**src/rtl/ovl_pkg.sv**
```systemverilog
package ovl_pkg;

  localparam int CH_W  = 8;
  localparam int NCH   = 3;
  localparam int RGB_W = NCH * CH_W;
  localparam int PIX_W = 32;
  localparam int FMT_W = 4;

  typedef logic [RGB_W-1:0] rgb_t;

  typedef enum logic [FMT_W-1:0] {
    FMT_P565 = 4'd0,
    FMT_XRGB = 4'd1,
    FMT_XBGR = 4'd2,
    FMT_RGBX = 4'd3,
    FMT_BGRX = 4'd4,
    FMT_ARGB = 4'd5,
    FMT_ABGR = 4'd6,
    FMT_RGBA = 4'd7,
    FMT_BGRA = 4'd8
  } fmt_e;

  // Rounded a*t + (255-a)*b over 255, using the add-high-byte trick.
  function automatic logic [CH_W-1:0] mix_ch(input logic [CH_W-1:0] a,
                                             input logic [CH_W-1:0] t,
                                             input logic [CH_W-1:0] b);
    logic [15:0] v;
    logic [15:0] s;
    v = 16'(a) * 16'(t) + 16'(8'd255 - a) * 16'(b) + 16'd128;
    s = v + (v >> 8);
    return CH_W'(s >> 8);
  endfunction

endpackage

```
**src/rtl/ovl_hit.sv**
```systemverilog
module ovl_hit #(
  parameter int COORD_W = 12
) (
  input  logic               en,
  input  logic [COORD_W-1:0] x,
  input  logic [COORD_W-1:0] y,
  input  logic [COORD_W-1:0] x0,
  input  logic [COORD_W-1:0] y0,
  input  logic [COORD_W-1:0] x1,
  input  logic [COORD_W-1:0] y1,
  output logic               hit
);
  logic in_x;
  logic in_y;

  assign in_x = (x >= x0) && (x <= x1);
  assign in_y = (y >= y0) && (y <= y1);
  assign hit  = en && in_x && in_y;
endmodule

```
**src/rtl/ovl_unpack.sv**
```systemverilog
module ovl_unpack
  import ovl_pkg::*;
(
  input  logic [PIX_W-1:0] pix,
  input  logic [FMT_W-1:0] fmt,
  output rgb_t             rgb,
  output logic [CH_W-1:0]  alpha,
  output logic             has_alpha
);
  logic [4:0] r5;
  logic [5:0] g6;
  logic [4:0] b5;

  assign r5 = pix[15:11];
  assign g6 = pix[10:5];
  assign b5 = pix[4:0];

  always_comb begin
    rgb       = '0;
    alpha     = '0;
    has_alpha = 1'b0;
    case (fmt_e'(fmt))
      FMT_P565: rgb = {r5, r5[4:2], g6, g6[5:4], b5, b5[4:2]};
      FMT_XRGB: rgb = pix[23:0];
      FMT_XBGR: rgb = {pix[7:0], pix[15:8], pix[23:16]};
      FMT_RGBX: rgb = pix[31:8];
      FMT_BGRX: rgb = {pix[15:8], pix[23:16], pix[31:24]};
      FMT_ARGB: begin
        rgb = pix[23:0];
        alpha = pix[31:24];
        has_alpha = 1'b1;
      end
      FMT_ABGR: begin
        rgb = {pix[7:0], pix[15:8], pix[23:16]};
        alpha = pix[31:24];
        has_alpha = 1'b1;
      end
      FMT_RGBA: begin
        rgb = pix[31:8];
        alpha = pix[7:0];
        has_alpha = 1'b1;
      end
      default: begin
        rgb = {pix[15:8], pix[23:16], pix[31:24]};
        alpha = pix[7:0];
        has_alpha = 1'b1;
      end
    endcase
  end
endmodule

```
**src/rtl/ovl_blend.sv**
```systemverilog
module ovl_blend
  import ovl_pkg::*;
(
  input  logic use_top,
  input  rgb_t top,
  input  rgb_t under,
  input  rgb_t alpha,
  output rgb_t result
);
  for (genvar c = 0; c < NCH; c++) begin : g_ch
    logic [CH_W-1:0] mixed;
    assign mixed = mix_ch(alpha[c*CH_W +: CH_W], top[c*CH_W +: CH_W],
                          under[c*CH_W +: CH_W]);
    assign result[c*CH_W +: CH_W] = use_top ? mixed : under[c*CH_W +: CH_W];
  end
endmodule

```
**src/rtl/overlay_mixer.sv**
```systemverilog
module overlay_mixer
  import ovl_pkg::*;
#(
  parameter int COORD_W = 12
) (
  input  logic               clk,
  input  logic               rst,
  input  logic               px_valid,
  input  logic [COORD_W-1:0] px_x,
  input  logic [COORD_W-1:0] px_y,
  input  logic [23:0]        bg_rgb,
  input  logic               w0_en,
  input  logic [COORD_W-1:0] w0_x0,
  input  logic [COORD_W-1:0] w0_y0,
  input  logic [COORD_W-1:0] w0_x1,
  input  logic [COORD_W-1:0] w0_y1,
  input  logic [3:0]         w0_fmt,
  input  logic [23:0]        w0_alpha,
  input  logic [31:0]        w0_pix,
  input  logic               w1_en,
  input  logic [COORD_W-1:0] w1_x0,
  input  logic [COORD_W-1:0] w1_y0,
  input  logic [COORD_W-1:0] w1_x1,
  input  logic [COORD_W-1:0] w1_y1,
  input  logic [3:0]         w1_fmt,
  input  logic [23:0]        w1_alpha,
  input  logic               w1_key_en,
  input  logic [23:0]        w1_key,
  input  logic [23:0]        w1_key_alpha,
  input  logic [31:0]        w1_pix,
  output logic               out_valid,
  output logic [23:0]        out_rgb
);
  localparam int NWIN    = 2;
  localparam int KEY_WIN = NWIN - 1;

  logic               en_v    [NWIN];
  logic [COORD_W-1:0] x0_v    [NWIN];
  logic [COORD_W-1:0] y0_v    [NWIN];
  logic [COORD_W-1:0] x1_v    [NWIN];
  logic [COORD_W-1:0] y1_v    [NWIN];
  logic [FMT_W-1:0]   fmt_v   [NWIN];
  rgb_t               calpha_v[NWIN];
  logic [PIX_W-1:0]   pix_v   [NWIN];

  logic               hit_v   [NWIN];
  rgb_t               rgb_v   [NWIN];
  logic [CH_W-1:0]    a_v     [NWIN];
  logic               has_a_v [NWIN];
  rgb_t               alpha_v [NWIN];
  rgb_t               stage   [NWIN+1];

  assign en_v[0] = w0_en;      assign en_v[1] = w1_en;
  assign x0_v[0] = w0_x0;      assign x0_v[1] = w1_x0;
  assign y0_v[0] = w0_y0;      assign y0_v[1] = w1_y0;
  assign x1_v[0] = w0_x1;      assign x1_v[1] = w1_x1;
  assign y1_v[0] = w0_y1;      assign y1_v[1] = w1_y1;
  assign fmt_v[0] = w0_fmt;    assign fmt_v[1] = w1_fmt;
  assign calpha_v[0] = w0_alpha; assign calpha_v[1] = w1_alpha;
  assign pix_v[0] = w0_pix;    assign pix_v[1] = w1_pix;

  assign stage[0] = bg_rgb;

  for (genvar g = 0; g < NWIN; g++) begin : g_win
    ovl_hit #(.COORD_W(COORD_W)) u_hit (
      .en (en_v[g]),
      .x  (px_x),
      .y  (px_y),
      .x0 (x0_v[g]),
      .y0 (y0_v[g]),
      .x1 (x1_v[g]),
      .y1 (y1_v[g]),
      .hit(hit_v[g])
    );

    ovl_unpack u_unpack (
      .pix      (pix_v[g]),
      .fmt      (fmt_v[g]),
      .rgb      (rgb_v[g]),
      .alpha    (a_v[g]),
      .has_alpha(has_a_v[g])
    );

    if (g == KEY_WIN) begin : g_keyed
      logic key_hit;
      assign key_hit    = w1_key_en && (rgb_v[g] == w1_key);
      assign alpha_v[g] = key_hit      ? w1_key_alpha :
                          has_a_v[g]   ? {NCH{a_v[g]}} : calpha_v[g];
    end else begin : g_plain
      assign alpha_v[g] = has_a_v[g] ? {NCH{a_v[g]}} : calpha_v[g];
    end

    ovl_blend u_blend (
      .use_top(hit_v[g]),
      .top    (rgb_v[g]),
      .under  (stage[g]),
      .alpha  (alpha_v[g]),
      .result (stage[g+1])
    );
  end

  always_ff @(posedge clk) begin
    if (rst) begin
      out_valid <= 1'b0;
      out_rgb   <= '0;
    end else begin
      out_valid <= px_valid;
      if (px_valid) out_rgb <= stage[NWIN];
    end
  end
endmodule

```
**config.mk**
```make
export PLATFORM = sky130hd
export DESIGN_NAME = overlay_mixer
export DESIGN_NICKNAME = d
export VERILOG_FILES = /design/src/rtl/ovl_pkg.sv /design/src/rtl/ovl_hit.sv /design/src/rtl/ovl_unpack.sv /design/src/rtl/ovl_blend.sv /design/src/rtl/overlay_mixer.sv
export SDC_FILE = /design/constraint.sdc
export NUM_CORES = 2
export LEC_CHECK = 0
export BUFFER_PORTS_ARGS = -buffer_cell sky130_fd_sc_hd__buf_2
export CORE_ASPECT_RATIO = 0.5
export CORE_UTILIZATION = 35
export CTS_BUF_LIST = sky130_fd_sc_hd__clkbuf_8
export CTS_CLUSTER_SIZE = 16
export DETAILED_ROUTE_END_ITERATION = 10
export PLACE_DENSITY = 0.63
export SLEW_MARGIN = 30
export SYNTH_ARGS = -nofsm -noshare
export SYNTH_HDL_FRONTEND = slang
export SYNTH_HIERARCHICAL = 1
export SYNTH_SLANG_ARGS = --single-unit
```
**constraint.sdc**
```tcl
create_clock -name clk -period 49.6 [get_ports clk]
set_input_delay 9.92 -clock clk [delete_from_list [all_inputs] [get_ports clk]]
set_output_delay 9.92 -clock clk [all_outputs]
set_load 0.02 [all_outputs]
```
# After elaboration in Yosys (flattened, before gate mapping)
# Cells that the tools add are included.
# totals
reg_bits,25
input_bits,318
out_inout_bits,25
# op_classes
n_addsub,24
n_mul,12
order_cmp,8
n_eq_ne,15
muxes,13
reduce_logical,21
# op_table
cell,count
24-bit one-hot mux with 4 select lines,2
16-bit adder,6
16-bit by 8-bit adder with 16-bit output,6
"16-bit by 8-bit adder with 16-bit output, second input constant",6
16-bit by 8-bit multiplier with 16-bit output,6
8-bit by 8-bit multiplier with 16-bit output,6
24-bit 2-to-1 mux,3
8-bit 2-to-1 mux,8
"8-bit by 8-bit subtractor with 9-bit output, first input constant",6
12-bit >= comparator,4
12-bit less-or-equal comparator,4
"4-bit by 3-bit == test with 1-bit output, second input constant",8
24-bit == test,1
"4-bit by 2-bit == test with 1-bit output, second input constant",4
2-bit OR reduction,8
5-bit OR reduction,2
1-bit logical AND,9
"4-bit by 1-bit == test with 1-bit output, second input constant",2
4-bit zero test,2

# Longest topological paths before layout
# depth
ltp_word,15
ltp_mapped,65
mapped_depth_nobuf,61

# Hierarchy
# The synthesis kept the hierarchy.
# modules_own_cells
mod,n_inst,cells_per_inst,area_each_um2,seq_area_each_um2
ovl_blend at g_win[0].u_blend,1,1795,15516.1,0.0
ovl_blend at g_win[1].u_blend,1,1776,15315.9,0.0
ovl_hit,2,166,1197.4,0.0
ovl_unpack,2,158,1038.5,0.0
overlay_mixer,1,257,2010.7,500.5

# Worst setup path after synthesis
# No wires, ideal clock.
# synth_timing
path_type,in2reg
from,input port w0_fmt[2]
to,register out_rgb[0]
setup_time_ps,128
arrival_ps,24552
required_ps,49472
slack_ps,24921
stages,61
n_path_buf,7
cell_sequence,buf_2 -> buf_2 -> clkbuf_1 -> a21o_1 -> clkbuf_1 -> nand2_1 -> o21ai_0 -> clkbuf_1 -> nand2_1 -> fa_1 -> fa_1 -> inv_1 -> fa_1 -> fa_1 -> fa_1 -> inv_1 -> fa_1 -> inv_1 -> (+25 left out) -> inv_1 -> ha_1 -> clkbuf_1 -> and4_1 -> o21ai_0 -> a31oi_1 -> o221a_2 -> clkbuf_1 -> ha_1 -> nand4_1 -> a21oi_1 -> a2111oi_0 -> o21ai_0 -> a221o_2 -> xnor2_1 -> mux2_2 -> mux2i_1 -> nor2_1
# synth_rtl
item,line,source
"start, declared",overlay_mixer.sv:17,"input logic [3:0] w0_fmt,"
"end signal, assigned",overlay_mixer.sv:108,if (px_valid) out_rgb <= stage[NWIN];
"end, declared",overlay_mixer.sv:32,output logic [23:0] out_rgb

==> flow_summary_export.csv <==
group,metric,value,unit
status,outcome,"finished with violations",
status,violations,"DRC",
die,die_area,108000,um2
logic_synthesis,ys_top_cells_by_area,"fa_1 31%, ha_1 19%, inv_1 10%",
timing,maxSlewHeadroom,0.304,
drt,wirelength,115,mm
place,portBuffers,342,
cts,cts-resized-gates,0,
grt,antenna_found_initial,35,
worst_setup_path,worstReg2RegStart,"out_rgb[13]$_SDFFE_PP0P_",
cts,cts_sinks,25,
logic_synthesis,synth_top_family_by_area,"adder cells",
worst_hold_path,hold_path.startpoint,"out_rgb[23]$_SDFFE_PP0P_",
timing,period_share,0.539,
timing,fin_crit,26.71,ns
worst_setup_path,crit_path_end_kind,"register",
timing,maxSlewViolCount,0,
logic_synthesis,synth_top_cell_area_share,0.309,
final_layout,areaGrowthSynthToFinish,9.45,%
cts,cts_made_buffers,3,
cts,insertion_delay,0.26,ns
final_layout,finalInstanceArea,40800,um2
logic_synthesis,synth_xor_area_frac,0.0263,
timing,hold-worst-slack,0.504,ns
logic_synthesis,yosysSeqAreaShare,0.0134,
cts,clockBufferDepth,2,
logic_synthesis,ys_top_cells_by_count,"1040 x inv_1, 576 x fa_1, 558 x ha_1",
logic_synthesis,synthSimpleGateAreaFrac,0.201,
drt,ant_nets,0,
worst_setup_path,r2r-end,"out_rgb[13]$_SDFFE_PP0P_",
timing,worst_pin_slew,1.04,ns
die,die_y,233,um
drt,drtIter0Drc,1887,
cts,cts.clk_slew.worst_paths,0.08,ns
grt,grt-ovfl-total,0,
grt,grt_pass1_vias,33400,
cts,cts_tree,"done",
logic_synthesis,synth_area,37300,um2
timing,fin_skew,0,ns
worst_setup_path,cpMostUsedCell,"fa_1",
final_layout,layout-drive-gt1-share,0.112,
logic_synthesis,synth_flop_cell,"dfxtp_1",
logic_synthesis,synth_seq_cells,25,
die,row_count,84,
final_layout,nets,6213,
cts,post_cts_buffers,0,
timing,hold_viol,0,
logic_synthesis,synthAdderAreaFrac,0.496,
timing,rsz0062_at_grt,"no",
logic_synthesis,ys_types,108,
worst_setup_path,critPathRequiredTime,49.74,ns
drt,vias,31600,
logic_synthesis,muxShareOfSynthArea,0.0299,
logic_synthesis,synth.avg_cell_area,8.34,um2
logic_synthesis,synthArstFlopShare,0,
place,dpl.hpwl,98.0,mm
logic_synthesis,syn_inst,4476,
logic_synthesis,yosysWarningCount,6,
drt,routedWlPerCell,18.6,um
place,placedInstanceArea,40700,um2
drt,drc,24,
final_layout,finish.utilization,0.387,
worst_hold_path,hold_path.class,"reg -> reg",
cts,cts_hold_buf,0,
worst_setup_path,crit_type,"in -> reg",
worst_setup_path,rr_worst_depth,2,
drt,drt_pass1_iterations,11,
cts,cts_root_buf,"clkbuf_8",
die,initial_core_util,0.354,
timing,setup_viol,0,
worst_setup_path,start_kind,"input pin",
worst_setup_path,slowest_stage,"a31oi_2",
run,maxCapViolCount,0,
drt,vias_per_cell,5.11,
place,gp_congestion,0.936,
die,dieWidth,464,um
logic_synthesis,synth_edf_count,0,
die,core,105000,um2
timing,clock.fmax,37.4,MHz
timing,setup_tns,0,ns
grt,grt_max_degree,43,
die,pin_count,343,
worst_setup_path,cp_max_fo,42,
worst_hold_path,hold_depth,2,
worst_setup_path,r2r_setup_slack,48.94,ns
grt,track_usage,0.215,
worst_setup_path,slowest_delay,0.72,ns
worst_hold_path,hold_path_end,"out_rgb[23]$_SDFFE_PP0P_",
cts,cts_max_level,1,
logic_synthesis,synth_compound_area_frac,0.114,
logic_synthesis,synth_top_cell_by_area,"fa_1",
worst_setup_path,worstPathArrival,26.85,ns
grt,grt_pass1_wl,184,mm
logic_synthesis,yosysMostFrequentCell,"inv_1",
[area by class of cell]
| cell class | instances | area [um2] |
|---|---|---|
| repair buffers | 397 | 2120 |
| flip-flops and latches | 25 | 500 |
| multi-input cells | 3292 | 32500 |
| diodes | 10 | 25.0 |
| inverters | 1042 | 3910 |
| clock inverters | 1 | 3.75 |
| fillers | 10800 | 64600 |
| well taps | 1419 | 1780 |
| clock buffers | 3 | 41.3 |
[worst max-delay path: cells and delay by family]
kind / cells / cell delay [ns]
buffers and inverters: 10 / 1.25
AOI/OAI and AO/OA: 17 / 5.54
adders and majority gates: 16 / 7.62
muxes: 1 / 0.15
and+or+nand+nor: 12 / 2.34
[stage by stage]
| step | instances | worst slack, ns |
|---|---|---|
| 5_1_grt | 6186 | 22.04 |
| 3_5_place_dp | 6174 | 22.92 |
| 3_3_place_gp | 6174 | 22.78 |
| 4_1_cts | 6178 | 23.11 |
| 2_1_floorplan | 4480 | 24.92 |
| 6_report | 6189 | 22.89 |
[cell families (layout without fill, tap and decap cells)]
| family | Yosys count | count (layout) |
|---|---|---|
| adder cells (fa/ha/maj) | 1134 | 1134 |
| multiplexers | 96 | 96 |
| other | 2 | 16 |
| flip-flops | 25 | 25 |
| AND/OR/NAND/NOR | 1353 | 1353 |
| buffers and inverters | 1163 | 1443 |
| XOR/XNOR | 104 | 104 |
| AO/OA/AOI/OAI | 599 | 599 |
[cells in the final DEF, fill, tap and decap left out, drive strengths merged, types with 37 or more instances in the layout]
cell    count
ha        558
inv      1041
nand2     263
a21oi     131
a21o       54
o211ai     40
fa        576
o21ai     118
nor2b     207
a211o      37
xnor2      76
nand2b    206
mux2       65
and2      281
buf       396
nor3       51
nand4      38
nand3      63
nor2      130
[worst max-delay path by stage]
stage               startpoint                        to  depth (start not counted)
CTS                  w0_fmt[1]  out_rgb[17]$_SDFFE_PP0P_                         56
global placement     w0_fmt[1]  out_rgb[17]$_SDFFE_PP0P_                         56
detailed placement   w0_fmt[1]  out_rgb[17]$_SDFFE_PP0P_                         56
global route         w0_fmt[1]  out_rgb[17]$_SDFFE_PP0P_                         56
finish               w0_fmt[1]  out_rgb[17]$_SDFFE_PP0P_                         56
floorplan            w0_fmt[2]   out_rgb[0]$_SDFFE_PP0P_                         61
[registers in the layout, summed over array words and instances (netlist names)]
name       cells
out_valid      1
out_rgb       24
[layer usage]
layer,GRT usage,part of all wire,vias up
li1,-,-,14800
met1,0.285,0.45,15900
met2,0.381,0.48,737
met3,0.0153,0.046,132
met4,0.0467,0.024,16
met5,0,0.00090,-
Power is not shown: default switching activity piles up to over one toggle a cycle in this logic, so the estimate is an artifact.
